## config.mk

```make
export PLATFORM = sky130hd
export DESIGN_NAME = uart_rx_core
export DESIGN_NICKNAME = d
export VERILOG_FILES = /design/src/rtl/uart_rx_pkg.sv /design/src/rtl/uart_rx_frame.sv /design/src/rtl/uart_rx_queue.sv /design/src/rtl/uart_rx_status.sv /design/src/rtl/uart_rx_core.sv
export SDC_FILE = /design/constraint.sdc
export NUM_CORES = 1
export LEC_CHECK = 0
export BUFFER_PORTS_ARGS = -buffer_cell sky130_fd_sc_hd__buf_2
export CAP_MARGIN = 20
export CORE_MARGIN = 2
export CORE_UTILIZATION = 55
export CTS_BUF_LIST = sky130_fd_sc_hd__clkbuf_16
export DETAILED_ROUTE_END_ITERATION = 8
export PLACE_DENSITY = 0.71
export SLEW_MARGIN = 20
export SYNTH_ARGS = -nofsm -noshare
export SYNTH_HDL_FRONTEND = slang
export SYNTH_SLANG_ARGS = --single-unit
```

## constraint.sdc

```tcl
create_clock -name clk -period 7.98 [get_ports clk]
set_input_delay 0.399 -clock clk [delete_from_list [all_inputs] [get_ports clk]]
set_output_delay 0.399 -clock clk [all_outputs]
set_load 0.005 [all_outputs]
```

## src/rtl/uart_rx_pkg.sv

```systemverilog
package uart_rx_pkg;

    typedef struct packed {
        logic       brk;
        logic       frm;
        logic       par;
        logic [7:0] data;
    } rx_char_t;

    typedef enum logic [2:0] {
        RX_IDLE,
        RX_START,
        RX_DATA,
        RX_PAR,
        RX_STOP,
        RX_HOLD
    } rx_state_t;

    function automatic logic [3:0] word_bits(input logic [1:0] code);
        return 4'd5 + {2'b00, code};
    endfunction

    function automatic int unsigned trig_level(input logic [1:0] code);
        case (code)
            2'b00:   return 1;
            2'b01:   return 16;
            2'b10:   return 32;
            default: return 56;
        endcase
    endfunction

    function automatic logic has_err(input rx_char_t c);
        return c.brk | c.frm | c.par;
    endfunction

endpackage

```

## src/rtl/uart_rx_frame.sv

```systemverilog
module uart_rx_frame
    import uart_rx_pkg::*;
#(
    parameter int OSR = 16
) (
    input  logic     clk,
    input  logic     rst,
    input  logic     baud_tick,
    input  logic     rx_line,
    input  logic [1:0] cfg_wlen,
    input  logic     cfg_par_en,
    input  logic     cfg_par_even,
    output logic     char_valid,
    output rx_char_t char_out
);
    localparam int CW  = $clog2(OSR);
    localparam int MID = OSR / 2 - 1;

    logic      sync_a, sync_b;
    rx_state_t state;
    logic [CW-1:0] cnt;
    logic [2:0]    bitn;
    logic [7:0]    shreg;
    logic          ones_par;
    logic          all_low;
    logic          par_bit;
    logic [3:0]    nbits;
    logic          centre;

    assign nbits  = word_bits(cfg_wlen);
    assign centre = (cnt == CW'(OSR - 1));

    always_ff @(posedge clk) begin
        if (rst) begin
            sync_a <= 1'b1;
            sync_b <= 1'b1;
        end else begin
            sync_a <= rx_line;
            sync_b <= sync_a;
        end
    end

    always_ff @(posedge clk) begin
        if (rst) begin
            state      <= RX_IDLE;
            cnt        <= '0;
            bitn       <= '0;
            shreg      <= '0;
            ones_par   <= 1'b0;
            all_low    <= 1'b1;
            par_bit    <= 1'b0;
            char_valid <= 1'b0;
            char_out   <= '0;
        end else begin
            char_valid <= 1'b0;
            if (baud_tick) begin
                case (state)
                    RX_IDLE: begin
                        if (!sync_b) begin
                            state <= RX_START;
                            cnt   <= '0;
                        end
                    end
                    RX_START: begin
                        if (cnt == CW'(MID)) begin
                            cnt <= '0;
                            if (sync_b) begin
                                state <= RX_IDLE;
                            end else begin
                                state    <= RX_DATA;
                                bitn     <= '0;
                                shreg    <= '0;
                                ones_par <= 1'b0;
                                all_low  <= 1'b1;
                                par_bit  <= 1'b0;
                            end
                        end else begin
                            cnt <= cnt + 1'b1;
                        end
                    end
                    RX_DATA: begin
                        cnt <= cnt + 1'b1;
                        if (centre) begin
                            cnt      <= '0;
                            shreg    <= {sync_b, shreg[7:1]};
                            ones_par <= ones_par ^ sync_b;
                            all_low  <= all_low & ~sync_b;
                            if ({1'b0, bitn} == nbits - 4'd1) begin
                                state <= cfg_par_en ? RX_PAR : RX_STOP;
                            end else begin
                                bitn <= bitn + 1'b1;
                            end
                        end
                    end
                    RX_PAR: begin
                        cnt <= cnt + 1'b1;
                        if (centre) begin
                            cnt     <= '0;
                            par_bit <= sync_b;
                            all_low <= all_low & ~sync_b;
                            state   <= RX_STOP;
                        end
                    end
                    RX_STOP: begin
                        cnt <= cnt + 1'b1;
                        if (centre) begin
                            cnt        <= '0;
                            char_valid <= 1'b1;
                            if (all_low && !sync_b) begin
                                char_out <= '{brk: 1'b1, frm: 1'b0, par: 1'b0, data: 8'h00};
                                state    <= RX_HOLD;
                            end else begin
                                char_out.brk  <= 1'b0;
                                char_out.frm  <= ~sync_b;
                                char_out.par  <= cfg_par_en & (par_bit != (ones_par ^ ~cfg_par_even));
                                char_out.data <= shreg >> (4'd8 - nbits);
                                state         <= RX_IDLE;
                            end
                        end
                    end
                    RX_HOLD: begin
                        if (sync_b) state <= RX_IDLE;
                    end
                    default: state <= RX_IDLE;
                endcase
            end
        end
    end

    // while waiting for the line to rise after a break, nothing is loaded
    a_r6_no_char_during_hold: assert property (@(posedge clk) disable iff (rst)
        (state == RX_HOLD && $past(state) == RX_HOLD) |-> !char_valid);

    // after every completed character the receiver is hunting or holding
    a_r5_resync_after_char: assert property (@(posedge clk) disable iff (rst)
        char_valid |-> (state == RX_IDLE || state == RX_HOLD));

    // a break character always carries zero data and no other flag
    a_r6_break_clean: assert property (@(posedge clk) disable iff (rst)
        (char_valid && char_out.brk) |-> (char_out.data == 8'h00 && !char_out.frm && !char_out.par));

endmodule

```

## src/rtl/uart_rx_queue.sv

```systemverilog
module uart_rx_queue
    import uart_rx_pkg::*;
#(
    parameter int DEPTH = 64
) (
    input  logic     clk,
    input  logic     rst,
    input  logic     clr,
    input  logic     push,
    input  rx_char_t push_char,
    input  logic     pop,
    output rx_char_t head,
    output logic     empty,
    output logic     full,
    output logic [$clog2(DEPTH):0] count
);
    localparam int AW = $clog2(DEPTH);

    rx_char_t      mem [DEPTH];
    logic [AW-1:0] wptr, rptr;
    logic          push_ok, pop_ok;

    assign empty   = (count == '0);
    assign full    = (count == (AW+1)'(DEPTH));
    assign push_ok = push && !full;
    assign pop_ok  = pop && !empty;
    assign head    = empty ? '0 : mem[rptr];

    always_ff @(posedge clk) begin
        if (push_ok && !clr && !rst) mem[wptr] <= push_char;
    end

    always_ff @(posedge clk) begin
        if (rst || clr) begin
            wptr  <= '0;
            rptr  <= '0;
            count <= '0;
        end else begin
            if (push_ok) wptr <= (wptr == AW'(DEPTH - 1)) ? '0 : wptr + 1'b1;
            if (pop_ok)  rptr <= (rptr == AW'(DEPTH - 1)) ? '0 : rptr + 1'b1;
            case ({push_ok, pop_ok})
                2'b10:   count <= count + 1'b1;
                2'b01:   count <= count - 1'b1;
                default: count <= count;
            endcase
        end
    end

    // the level never exceeds the queue depth
    a_r7_no_overflow: assert property (@(posedge clk) disable iff (rst)
        count <= (AW+1)'(DEPTH));

    // a pop on an empty queue leaves it empty
    a_r7_empty_pop: assert property (@(posedge clk) disable iff (rst)
        (empty && pop && !push) |=> empty);

    // a push into a full queue with no pop leaves the level unchanged
    a_r8_full_keeps_level: assert property (@(posedge clk) disable iff (rst)
        (full && push && !pop && !clr) |=> $stable(count));

endmodule

```

## src/rtl/uart_rx_status.sv

```systemverilog
module uart_rx_status
    import uart_rx_pkg::*;
#(
    parameter int DEPTH = 64
) (
    input  logic     clk,
    input  logic     rst,
    input  logic     clr,
    input  logic     push,
    input  rx_char_t push_char,
    input  logic     pop,
    input  rx_char_t head,
    input  logic     empty,
    input  logic     full,
    input  logic [$clog2(DEPTH):0] count,
    input  logic     ovr_ack,
    input  logic [1:0] cfg_trig,
    output logic     st_overrun,
    output logic     st_q_err,
    output logic     trig_hit
);
    localparam int CNTW = $clog2(DEPTH) + 1;

    logic [CNTW-1:0] err_cnt;
    logic            err_in, err_out;

    assign err_in  = push && !full && has_err(push_char);
    assign err_out = pop && !empty && has_err(head);

    always_ff @(posedge clk) begin
        if (rst || clr) begin
            err_cnt <= '0;
        end else begin
            case ({err_in, err_out})
                2'b10:   err_cnt <= err_cnt + 1'b1;
                2'b01:   err_cnt <= err_cnt - 1'b1;
                default: err_cnt <= err_cnt;
            endcase
        end
    end

    always_ff @(posedge clk) begin
        if (rst) begin
            st_overrun <= 1'b0;
        end else if (push && full) begin
            st_overrun <= 1'b1;
        end else if (ovr_ack) begin
            st_overrun <= 1'b0;
        end
    end

    assign st_q_err = (err_cnt != '0);
    assign trig_hit = (32'(count) >= trig_level(cfg_trig));

    // an empty queue can hold no erroneous character
    a_r11_empty_no_err: assert property (@(posedge clk) disable iff (rst)
        empty |-> !st_q_err);

    // the trigger never fires with nothing queued
    a_r10_trig_needs_data: assert property (@(posedge clk) disable iff (rst)
        trig_hit |-> !empty);

    // overrun rises only when a character met a full queue
    a_r8_overrun_cause: assert property (@(posedge clk) disable iff (rst)
        $rose(st_overrun) |-> $past(push && full));

endmodule

```

## src/rtl/uart_rx_core.sv

```systemverilog
module uart_rx_core
    import uart_rx_pkg::*;
#(
    parameter int OSR   = 16,
    parameter int DEPTH = 64,
    localparam int LW   = $clog2(DEPTH) + 1
) (
    input  logic          clk,
    input  logic          rst,
    input  logic          baud_tick,
    input  logic          rx_line,
    input  logic [1:0]    cfg_wlen,
    input  logic          cfg_two_stop,
    input  logic          cfg_par_en,
    input  logic          cfg_par_even,
    input  logic [1:0]    cfg_trig,
    input  logic          q_clear,
    input  logic          q_pop,
    input  logic          ovr_ack,
    output logic [7:0]    rd_data,
    output logic          st_ready,
    output logic          st_overrun,
    output logic          st_parity,
    output logic          st_framing,
    output logic          st_break,
    output logic          st_q_err,
    output logic          trig_hit,
    output logic [LW-1:0] fill_level
);
    rx_char_t new_char, head;
    logic     new_valid, q_empty, q_full;
    logic     unused_two_stop;

    // only the first stop bit is ever checked
    assign unused_two_stop = cfg_two_stop;

    uart_rx_frame #(.OSR(OSR)) u_frame (
        .clk          (clk),
        .rst          (rst),
        .baud_tick    (baud_tick),
        .rx_line      (rx_line),
        .cfg_wlen     (cfg_wlen),
        .cfg_par_en   (cfg_par_en),
        .cfg_par_even (cfg_par_even),
        .char_valid   (new_valid),
        .char_out     (new_char)
    );

    uart_rx_queue #(.DEPTH(DEPTH)) u_queue (
        .clk       (clk),
        .rst       (rst),
        .clr       (q_clear),
        .push      (new_valid),
        .push_char (new_char),
        .pop       (q_pop),
        .head      (head),
        .empty     (q_empty),
        .full      (q_full),
        .count     (fill_level)
    );

    uart_rx_status #(.DEPTH(DEPTH)) u_status (
        .clk        (clk),
        .rst        (rst),
        .clr        (q_clear),
        .push       (new_valid),
        .push_char  (new_char),
        .pop        (q_pop),
        .head       (head),
        .empty      (q_empty),
        .full       (q_full),
        .count      (fill_level),
        .ovr_ack    (ovr_ack),
        .cfg_trig   (cfg_trig),
        .st_overrun (st_overrun),
        .st_q_err   (st_q_err),
        .trig_hit   (trig_hit)
    );

    assign rd_data    = head.data;
    assign st_ready   = !q_empty;
    assign st_parity  = head.par;
    assign st_framing = head.frm;
    assign st_break   = head.brk;

    // head flags are quiet when nothing is queued
    a_r12_flags_need_data: assert property (@(posedge clk) disable iff (rst)
        !st_ready |-> !(st_parity || st_framing || st_break));

    // a clear leaves the queue empty on the next cycle
    a_r9_clear_empties: assert property (@(posedge clk) disable iff (rst)
        q_clear |=> (fill_level == '0));

endmodule

```

==> results by group, run 1 <==
Power and ir drop
  • Combinational Power Share: 0.3%
  • P_leak: 12.2 nW
  • Worst IR drop on VDD: 0.169 mV
  • P_int: 0.00643 W
  • Switch Pwr: between 0.0015 and 0.002 W
  • Sequential share of power: 54.7%
  • Design Power: 0.00794 W
  • Power Density: ~230 nW/um2
  • Switching Share: 19.0%
  • Clk pwr share: 44.9%

STA
  • Setup TNS: 0 ps
  • Hold WS: 65.1 ps
  • Slew HR: 29.9%
  • Final Hold Vio Count: 0
  • Final Skew: 31.7 ps
  • Final Setup Violations: 0
  • Max-slew violation count: 0
  • Tmin final: 5440 ps
  • RSZ-0062 raised after global routing: false
  • Fin crit share: 68.2%
  • Max frequency: around 180 MHz
  • Worst Tran Pin Value: around 1000 ps

Yosys
  • Synth Flop Type: edfxtp_1
  • Xor/xnor share of the synthesized area: less than 1%
  • Post-Syn Instances: 1597
  • Post-synth EDFFs: 704
  • Unique masters post-synth: 50
  • Post-Syn Area: between 30000 and 40000 um2
  • Synth Area in Adders: 0.943%
  • Post-Syn Nets: 1633
  • Register bit total from synthesis: 772
  • Largest family of logic cells by synthesized area: multiplexers
  • Synthesized area per cell: 19.3 um2
  • Yosys warns: 0
  • Synth Area in Compound Gates: 1.99%
  • Synth Area in Simple Gates: under 10%
  • Mux share of post-synthesis cell area: about 17%
  • Post-synth ARST share: 0%
  • Sequential fraction of the synthesis area: 73.1%

Hold path
  • Hold depth: 3
  • Hold path startpoint: cfg_par_en
  • End of the worst hold path: u_frame.char_out[8]
  • Hold crit path type: input port to flip-flop

Global route
  • Largest net degree at the start of global routing: 67
  • Vias in the first global route: 15120
  • Global route overflow: 0
  • All-Layer GR Usage: 23.7%
  • First-pass GRT wire length: 98500 um
  • Initial antenna violation count: 2

Route
  • ANT nets after route: 0
  • Routed wire length: 66100 um
  • Vias per inst: 6.22
  • Via count: 15400
  • WL per Instance: 26.7 um
  • DRT Pass-1 Iters: 5
  • Iter 0 DRT Violations: 1566
  • Residual DRC: 0

Critical path
  • Worst Reg-to-Reg Cells: 15
  • Critical Path End Type: flip-flop
  • Crit start category: flip-flop
  • Critical Path RT: about 8500 ps
  • Critical Path AT: 5980 ps
  • Worst R2R End: u_status.err_cnt[6]
  • Setup CP Type: flip-flop to flip-flop
  • Worst-path fanout max: 43
  • R2R Setup Slk: 2540 ps

Clock tree
  • Sink Count: 772
  • CTS Buf Count: 77
  • # H-tree levels: 3
  • Worst skew pair latency: between 600 and 700 ps
  • Clock slew at reported path FFs: 60 ps
  • Post-CTS sizing: 0
  • Clock buffer depth: 3
  • TritonCTS clock tree: built
  • Clock Tree Root: clkbuf_16

Final layout
  • Area Growth Syn to Fin: 12.2%
  • Layout cells sized above 1: 27.4%
  • Register area: around 23000 um2
  • Fillers: 3808
  • Nets: 1705
  • Multi-input logic area: 7880 um2
  • Diodes inserted: 0
  • Most common cell after layout, fill and taps aside: edfxtp_1
  • Most frequent cells in the layout: 704 x edfxtp_1, 218 x mux4_2, 98 x nor2_1

Floorplan
  • Die area: roughly 58000 um2
  • IO Count: 36
  • Die height: 241 um
  • Std cell rows: between 80 and 90
  • Initial core utilization: 55.7%
  • Core area: 55200 um2
  • Die width: 241 um

Placement
  • Port Buffers: 34
  • Final Wtd Congestion: 0.818
  • Hpwl dp: approximately 40000 um

Status
  • Status: completed

Job
  • MaxCap Viol Count: 0
[Yosys cell counts (6+ instances only)]
cell / number / area, um2
a21oi_1: 53 / 265
nor4_1: 7 / 43.8
xor2_1: 10 / 87.6
nand2_1: 57 / 214
and3_1: 12 / 75.1
nor3b_1: 7 / 52.6
nor2b_1: 22 / 138
mux4_2: 218 / 4910
dfxtp_1: 68 / 1360
inv_1: 23 / 86.3
nor3_1: 11 / 55.1
or3_1: 6 / 37.5
edfxtp_1: 704 / 21100
nor2_1: 121 / 454
nand4_1: 9 / 56.3
mux2i_1: 24 / 240
xnor2_1: 11 / 96.3
nand3_1: 30 / 150
o21ai_0: 26 / 130
buf_1: 13 / 48.8
buf_2: 29 / 145
clkbuf_1: 47 / 176
nand3b_1: 7 / 52.6
or2_2: 10 / 62.6
ha_1: 20 / 250
[logic make-up (layout without fill, tap and decap cells)]
| group | after synthesis | after routing |
|---|---|---|
| AOI/OAI and AO/OA | 107 | 107 |
| DFF | 772 | 772 |
| and+or+nand+nor | 314 | 314 |
| muxes | 246 | 246 |
| buffers and inverters | 115 | 245 |
| xor gates and xnor gates | 21 | 21 |
| adders and majority gates | 22 | 22 |
[state kept, by name, summed over array words and instances, names as in the netlist, 3 cells and up, named ones only]
name and cells:
u_queue.mem 704, u_frame.char_out 11, u_frame.shreg 8, u_queue.count 7
u_status.err_cnt 7, u_queue.rptr 6, u_queue.wptr 6, u_frame.cnt 4
u_frame.bitn 3, u_frame.state 3
[power groups by stage]
stage               logic (W)  clock network (W)  registers (W)
finish              0.0000256            0.00357        0.00434
CTS                 0.0000257            0.00362        0.00435
global placement    0.0000243                  0        0.00443
global route        0.0000286            0.00377        0.00434
detailed placement  0.0000253                  0        0.00443
floorplan           0.0000187                  0        0.00443
[critical path, cell delays in order (launching register included)]
cell and delay, ps:
dfxtp_4 910, buf_4 530, mux4_2 570, mux4_2 520, a22o_1 300, o22a_1 200, o21a_1 250, ha_1 310
ha_1 340, nor2b_1 150, o21ai_0 180, a21oi_1 110, o21ai_0 200, a21oi_1 120, or4_1 480, a21oi_1 140
[stage by stage]
| step | setup WS [ps] | area, um2 | util, % | std cells |
|---|---|---|---|---|
| 2_1_floorplan | 3700 | 30800 | - | 1597 |
| 3_3_place_gp | 2470 | 31900 | 57.8 | 2336 |
| 3_5_place_dp | 2480 | 32000 | 57.9 | 2337 |
| 4_1_cts | 2470 | 34500 | 62.5 | 2475 |
| 5_1_grt | 2070 | 34500 | 62.5 | 2475 |
| 6_report | 2540 | 34500 | 62.5 | 2475 |
[layout make-up]
type                            instances  area share, %
Inverter                               23          0.250
Clock inverter                         57           1.45
Tap cell                              748           2.71
Clock buffer                           80           5.80
Timing Repair Buffer                   85           1.66
Sequential cell                       772           65.3
Multi-Input combinational cell        710           22.8
[timing repair]
action,4_1_cts,5_1_grt
hold endpoints to repair,1,0
buffers inserted,0,0
hold buffers,1,0
[worst max-delay path by stage]
stage / startpoint / end / slack (ps) / cells past startpoint
2_1_floorplan: flip-flop / u_status.err_cnt[6] / 3700 / 17
3_3_place_gp: flip-flop / u_status.err_cnt[6] / 2470 / 15
3_5_place_dp: flip-flop / u_status.err_cnt[6] / 2480 / 15
4_1_cts: flip-flop / u_status.err_cnt[6] / 2470 / 15
5_1_grt: flip-flop / u_status.err_cnt[6] / 2070 / 15
6_report: flip-flop / u_status.err_cnt[6] / 2540 / 15
[metal layers]
layer / up-vias / track usage, % / share of wire, %
li1: 6615 / - / -
met1: 8096 / 33.8 / 41
met2: 597 / 37.4 / 49
met3: 92 / 4.56 / 7.2
met4: 0 / 7.53 / 2.4
met5: - / 0 / 0
Note: power is estimated with default switching activity, not from simulation.
==> run 2, diff against run 1 <==
Clock period 7.98 ns to 5.52 ns, I/O delays scaled along.
==> run 2 against run 1 <==
Against the previous run:
- sequential power grew 45%
- cell count grew 0.77%
- largest power group unchanged
- clock-buffer cell count is the same
- highest routed layer unchanged
- setup slack lost 2000 ps
- via count grew 0.77%
- total power grew 46%
- critical path depth shrank 1
- largest cell class unchanged
- die area is the same
- sequential cell count is the same
- design area grew 0.63%
- core utilization grew 0.39 points
- critical endpoint unchanged
- first-iteration DRC count grew 4.1%
- critical path type unchanged
==> results by group, run 2 (synthesis gave the netlist of run 1 again) <==
Clock tree
  • TritonCTS clock tree: built
  • Sink Count: 772 (unchanged)
  • Clock slew at reported path FFs: 60 ps (about the same)
  • Worst skew pair latency: 620 ps (about the same)
  • CTS Buf Count: 78 (+1.3%)
  • Post-CTS sizing: 0 (unchanged)
  • Clock buffer depth: 3 (unchanged)
  • Clock Tree Root: clkbuf_16
  • # H-tree levels: 3 (unchanged)

Final layout
  • Fillers: 3776 (-0.84%)
  • Most common cell after layout, fill and taps aside: edfxtp_1
  • Non-Filler Instances: 2494 (+0.77%)
  • Multi-input logic area: 7890 um2 (+0.13%)
  • Layout cells sized above 1: 28.2% (+0.79 points)
  • Biggest register: u_queue.mem
  • Nets: 1723 (+1.1%)
  • Top Registers: u_queue.mem x704, u_frame.char_out x11, u_frame.shreg x8
  • Diodes inserted: 0 (unchanged)
  • Max FFs per register: 704 (unchanged)
  • Register area: 22500 um2 (about the same)
  • Most frequent cells in the layout: 704 x edfxtp_1, 218 x mux4_2, 94 x nor2_1
  • Area Growth Syn to Fin: 12.9%

Critical path
  • Worst-path fanout max: 43 (unchanged)
  • Worst Reg-to-Reg Cells: 14 (-1)
  • Worst R2R End: u_status.err_cnt[6]
  • Critical path destination: u_status.err_cnt[6]
  • Critical Path AT: 5490 ps (-490 ps)
  • Setup CP Type: flip-flop to flip-flop
  • Critical Path End Type: flip-flop
  • R2R Setup Slk: 550 ps (-1980 ps)
  • Crit start category: flip-flop
  • Critical Path RT: 6050 ps (-2470 ps)

Route
  • Via count: 15518 (+0.77%)
  • ANT nets after route: 0 (unchanged)
  • Vias per inst: 6.22 (about the same)
  • Met3 wire len: 5120 um (+7.6%)
  • Wl on met1: 28100 um (+2.7%)
  • Routed wire length: 66400 um (+0.44%)
  • Iter 0 DRT Violations: 1630 (+4.1%)
  • DRT Pass-1 Iters: 5 (unchanged)
  • WL per Instance: 26.6 um (-0.33%)
  • Met2 routed WL: 31300 um (-3.4%)
  • Residual DRC: 0 (unchanged)
  • Top Metal Used: met4

STA
  • Final Hold Vio Count: 0 (unchanged)
  • Worst Tran Pin Value: 1110 ps (+61.9 ps)
  • RSZ-0062 raised after global routing: false
  • Max frequency: 201 MHz (+9.7%)
  • Final Skew: 23.9 ps (-7.77 ps)
  • Setup TNS: 0 ps (unchanged)
  • Fin crit share: 89.9% (+22 points)
  • Tmin final: 4970 ps (-479 ps)
  • Final WS setup: 555 ps (-1980 ps)
  • Slew HR: 25.7% (-4.1 points)
  • Max-slew violation count: 0 (unchanged)
  • Final Setup Violations: 0 (unchanged)

Placement
  • Hpwl dp: 40800 um (+2.6%)
  • Placed cell count: 2349 (+0.51%)
  • Port Buffers: 34 (unchanged)
  • Pre-CTS setup slack: 558 ps (-1920 ps)
  • Final Wtd Congestion: 0.838 (+2.5%)

Global route
  • Vias in the first global route: 15356 (+1.6%)
  • Global route overflow: 0 (unchanged)
  • First-pass GRT wire length: 99600 um (+1.1%)
  • All-Layer GR Usage: 23.8% (+0.096 points)
  • Largest net degree at the start of global routing: 67 (unchanged)
  • Initial antenna violation count: 1 (-1)

Floorplan
  • Die area: 57800 um2 (unchanged)
  • Initial core utilization: 55.7% (unchanged)
  • Die height: 241 um (unchanged)
  • Std cell rows: 86 (unchanged)
  • Core area: 55200 um2 (unchanged)
  • IO Count: 36 (unchanged)
  • Die width: 241 um (unchanged)

Power and ir drop
  • Power Density: 333 nW/um2 (+45%)
  • Worst IR drop on VDD: 0.223 mV (+31%)
  • P_leak: 12.3 nW (+0.89%)

Status
  • Status: completed

Hold path
  • Hold crit path type: input port to flip-flop

Job
  • MaxCap Viol Count: 0 (unchanged)
## run 2: cell count changes in the layout (fill, tap and decap cells not counted), moves of 3 or more
cell and change:
clkinv_1 +3, nor2_1 -4, dlygate4sd3_1 +3, dfxtp_4 -5, buf_4 +13, dfxtp_2 +5, nor2_2 +4
## run 2: worst min path at each step
stage              startpoint  slack (ps)  cells past startpoint                   to
2_1_floorplan         rx_line         380                      1       u_frame.sync_a
3_3_place_gp   u_frame.sync_a         400                      1       u_frame.sync_b
3_5_place_dp   u_frame.sync_a         400                      1       u_frame.sync_b
4_1_cts          cfg_par_even         140                      5  u_frame.char_out[8]
5_1_grt          cfg_par_even         190                      5  u_frame.char_out[8]
6_report         cfg_par_even         170                      5  u_frame.char_out[8]
## run 2: final cells by class
| cell class | instances | area share, % |
|---|---|---|
| clock buffers | 80 | 5.76 |
| clock inverters | 59 | 1.62 |
| inverters | 23 | 0.249 |
| multi-input cells | 710 | 22.7 |
| flip-flops and latches | 772 | 64.9 |
| well taps | 748 | 2.69 |
| repair buffers | 102 | 2.10 |
## run 2: where the power goes
group / leakage [nW] / internal [W] / total (W) / switching, W
combinational: 2.53 / 0.0000142 / 0.0000394 / 0.0000251
sequential: 8.44 / 0.00628 / 0.00628 / 0.00000363
clock: 1.30 / 0.00311 / 0.00525 / 0.00214
total: 12.3 / 0.00940 / 0.0116 / 0.00217
## run 2: timing repair
item | in CTS | in global routing
setup endpoints to repair | 0 | 0
buffers inserted | 0 | 0
hold endpoints to repair | 4 | 0
hold buffers | 4 | 0
## run 2: worst max-delay path, stage by stage, from the launching register on
cell and delay (ps):
dfxtp_4 830, buf_4 330, mux4_2 330, mux4_2 510, mux4_2 500, o21a_1 280
ha_1 310, ha_1 340, nor2b_1 150, o21ai_0 220, a21oi_1 130, o21ai_0 200
a21oi_1 110, or4_1 470, a21oi_1 140
## run 2: per-stage QoR
step | hold slack [ps] | total power [W] | cell area [um2] | util, %
floorplan | 380 | 0.00643 | 30800 | -
global placement | 401 | 0.00644 | 32000 | 58.1
detailed placement | 398 | 0.00644 | 32100 | 58.1
CTS | 136 | 0.0117 | 34700 | 62.8
global route | 191 | 0.0119 | 34700 | 62.9
finish | 171 | 0.0116 | 34700 | 62.9
## run 2: routing by layer
metal / vias to the layer above / track usage [%]
met5: - / 0
met4: 0 / 8.15
met3: 104 / 4.13
met2: 667 / 36.4
met1: 8099 / 35.1
li1: 6648 / -
==> run 3, diff against run 2 <==
Settings changed: BUFFER_PORTS_ARGS -buffer_cell sky130_fd_sc_hd__buf_2 to default, DONT_BUFFER_PORTS from default to 1, PLACE_DENSITY 0.71 to 0.7.
==> run 3 against run 2 <==
Against the previous run:
- design area fell by 0.25%
- sequential cell count unchanged
- core utilization is 0.16 points lower
- via count down 0.50%
- clock power is 4.8% lower
- clock skew increased by 5.5 ps
- setup slack worse by 260 ps
- largest cell class unchanged
- highest routed layer unchanged
==> results by group, run 3 (synthesis gave the netlist of run 1 again) <==
STA
  • Setup TNS: 0 ps (unchanged)
  • Final Hold Vio Count: 0 (unchanged)
  • Tmin final: 5230 ps (+263 ps)
  • Final Skew: 29.4 ps (+5.52 ps)
  • RSZ-0062 raised after global routing: false
  • Final Setup Violations: 0 (unchanged)
  • Max frequency: 191 MHz (-5.0%)
  • Fin crit share: 94.7% (+4.8 points)
  • Worst Tran Pin Value: 1070 ps (-36.1 ps)
  • Max-slew violation count: 0 (unchanged)
  • Slew HR: 28.1% (+2.4 points)

Clock tree
  • TritonCTS clock tree: built
  • Clock Tree Root: clkbuf_16
  • Setup Buffers After CTS: 0 (unchanged)
  • Worst skew pair latency: 610 ps (about the same)
  • Post-CTS sizing: 0 (unchanged)
  • # H-tree levels: 3 (unchanged)
  • CTS Buf Count: 77 (-1.3%)
  • Clock buffer depth: 3 (unchanged)
  • Clock slew at reported path FFs: 60 ps (about the same)
  • Sink Count: 772 (unchanged)
  • Hold Buf Count CTS: 11 (+7)

Final layout
  • Max FFs per register: 704 (unchanged)
  • Register area: 22500 um2 (about the same)
  • Most frequent cells in the layout: 704 x edfxtp_1, 218 x mux4_2, 106 x nor2_1
  • Fillers: 3780 (+0.11%)
  • Biggest register: u_queue.mem
  • Nets: 1718 (-0.29%)
  • Layout cells sized above 1: 27.0% (-1.2 points)
  • Area Growth Syn to Fin: 12.6%
  • Most common cell after layout, fill and taps aside: edfxtp_1
  • Diodes inserted: 0 (unchanged)
  • Multi-input logic area: 7860 um2 (-0.38%)
  • Core Util, Final: 62.8% (-0.16 points)
  • Top Registers: u_queue.mem x704, u_frame.char_out x11, u_frame.shreg x8

Global route
  • First-pass GRT wire length: 100000 um (+0.35%)
  • Global route overflow: 0 (unchanged)
  • Vias in the first global route: 15299 (-0.37%)
  • All-Layer GR Usage: 24.0% (+0.22 points)
  • Largest net degree at the start of global routing: 66 (-1.5%)
  • Initial antenna violation count: 1 (unchanged)

Route
  • Vias per inst: 6.21 (-0.26%)
  • Iter 0 DRT Violations: 1501 (-7.9%)
  • Routed wire length: 66800 um (+0.65%)
  • Residual DRC: 0 (unchanged)
  • DRT Pass-1 Iters: 5 (unchanged)
  • WL per Instance: 26.9 um (+0.89%)
  • ANT nets after route: 0 (unchanged)
  • Via count: 15440 (-0.50%)

Power and ir drop
  • Power Density: 327 nW/um2 (-1.9%)
  • P_leak: 12.2 nW (-0.61%)
  • Worst IR drop on VDD: 0.274 mV (+23%)

Critical path
  • Critical Path AT: 5740 ps (+250 ps)
  • Worst-path fanout max: 53 (+23%)
  • Critical Path RT: 6030 ps (-20 ps)
  • Setup CP Type: flip-flop to flip-flop
  • Critical Path End Type: flip-flop
  • Crit start category: flip-flop

Floorplan
  • Std cell rows: 86 (unchanged)
  • Core area: 55200 um2 (unchanged)
  • Initial core utilization: 55.7% (unchanged)
  • Die area: 57800 um2 (unchanged)
  • Die height: 241 um (unchanged)
  • Die width: 241 um (unchanged)
  • IO Count: 36 (unchanged)

Hold path
  • Hold crit path type: input port to flip-flop
  • Hold path startpoint: baud_tick

Placement
  • Hpwl dp: 41900 um (+2.9%)
  • Port Buffers: 0 (-100%)
  • Final Wtd Congestion: 0.843 (+0.63%)

Status
  • Status: completed

Job
  • MaxCap Viol Count: 0 (unchanged)
==> run 3: changes by cell type in the layout (fill, tap and decap cells not counted), sizes merged <==
cell	change
dlygate4sd3	+6
bufinv	-4
clkinv	+8
inv	-6
clkinvlp	+1
buf	-10
clkbuf	-1
==> run 3: cell type report <==
| cell class | count | area share [%] |
|---|---|---|
| Tap cell | 748 | 2.70 |
| Timing Repair Buffer | 98 | 2.37 |
| Inverter | 23 | 0.249 |
| Sequential cell | 772 | 65.0 |
| Clock inverter | 58 | 1.24 |
| Multi-Input combinational cell | 710 | 22.7 |
| Clock buffer | 79 | 5.71 |
==> run 3: critical path, cell delays in order (launching register included) <==
cell and delay [ps]:
dfxtp_4 920, buf_4 370, mux4_2 380, mux2i_1 200
nor2_1 60, a31oi_1 230, nand4_1 250, o22a_1 280
o21a_1 260, ha_1 320, ha_1 340, nor2b_1 160
o21ai_0 270, a21oi_1 130, o21ai_0 230, a21oi_1 120
or4_1 470, a21oi_1 140
==> run 3: report_power, final <==
part	switching (W)	internal [W]
Combinational	0.0000212	0.0000141
Clock	0.00213	0.00288
Sequential	0.00000356	0.00628
Total	0.00215	0.00917
==> run 3: worst paths after layout <==
path	endpoint	slack [ps]	cells past startpoint
setup / recovery	u_status.err_cnt[6]	290	17
hold reg to reg	u_frame.sync_b	410	1
setup reg to reg	u_status.err_cnt[6]	290	17
hold / removal	u_frame.char_out[5]	40	4
==> run 3: routing by layer <==
layer	vias up	share of wire [%]	global-route usage, %
li1	6624	-	-
met1	8126	42	34.6
met2	608	48	37.0
met3	82	8.1	5.26
met4	0	2.3	7.62
met5	-	0	0
==> run 3: metrics by stage <==
step	worst slack (ps)	power, W	cell area [um2]	cells	hold WS [ps]
after CTS	289	0.0114	34600	2483	7.38
after detailed placement	424	0.00643	32100	2335	355
after global placement	479	0.00643	32000	2327	355
after floorplan	1240	0.00643	30800	1597	380
final	292	0.0113	34600	2488	36.1
after global routing	62.3	0.0116	34600	2488	68.7
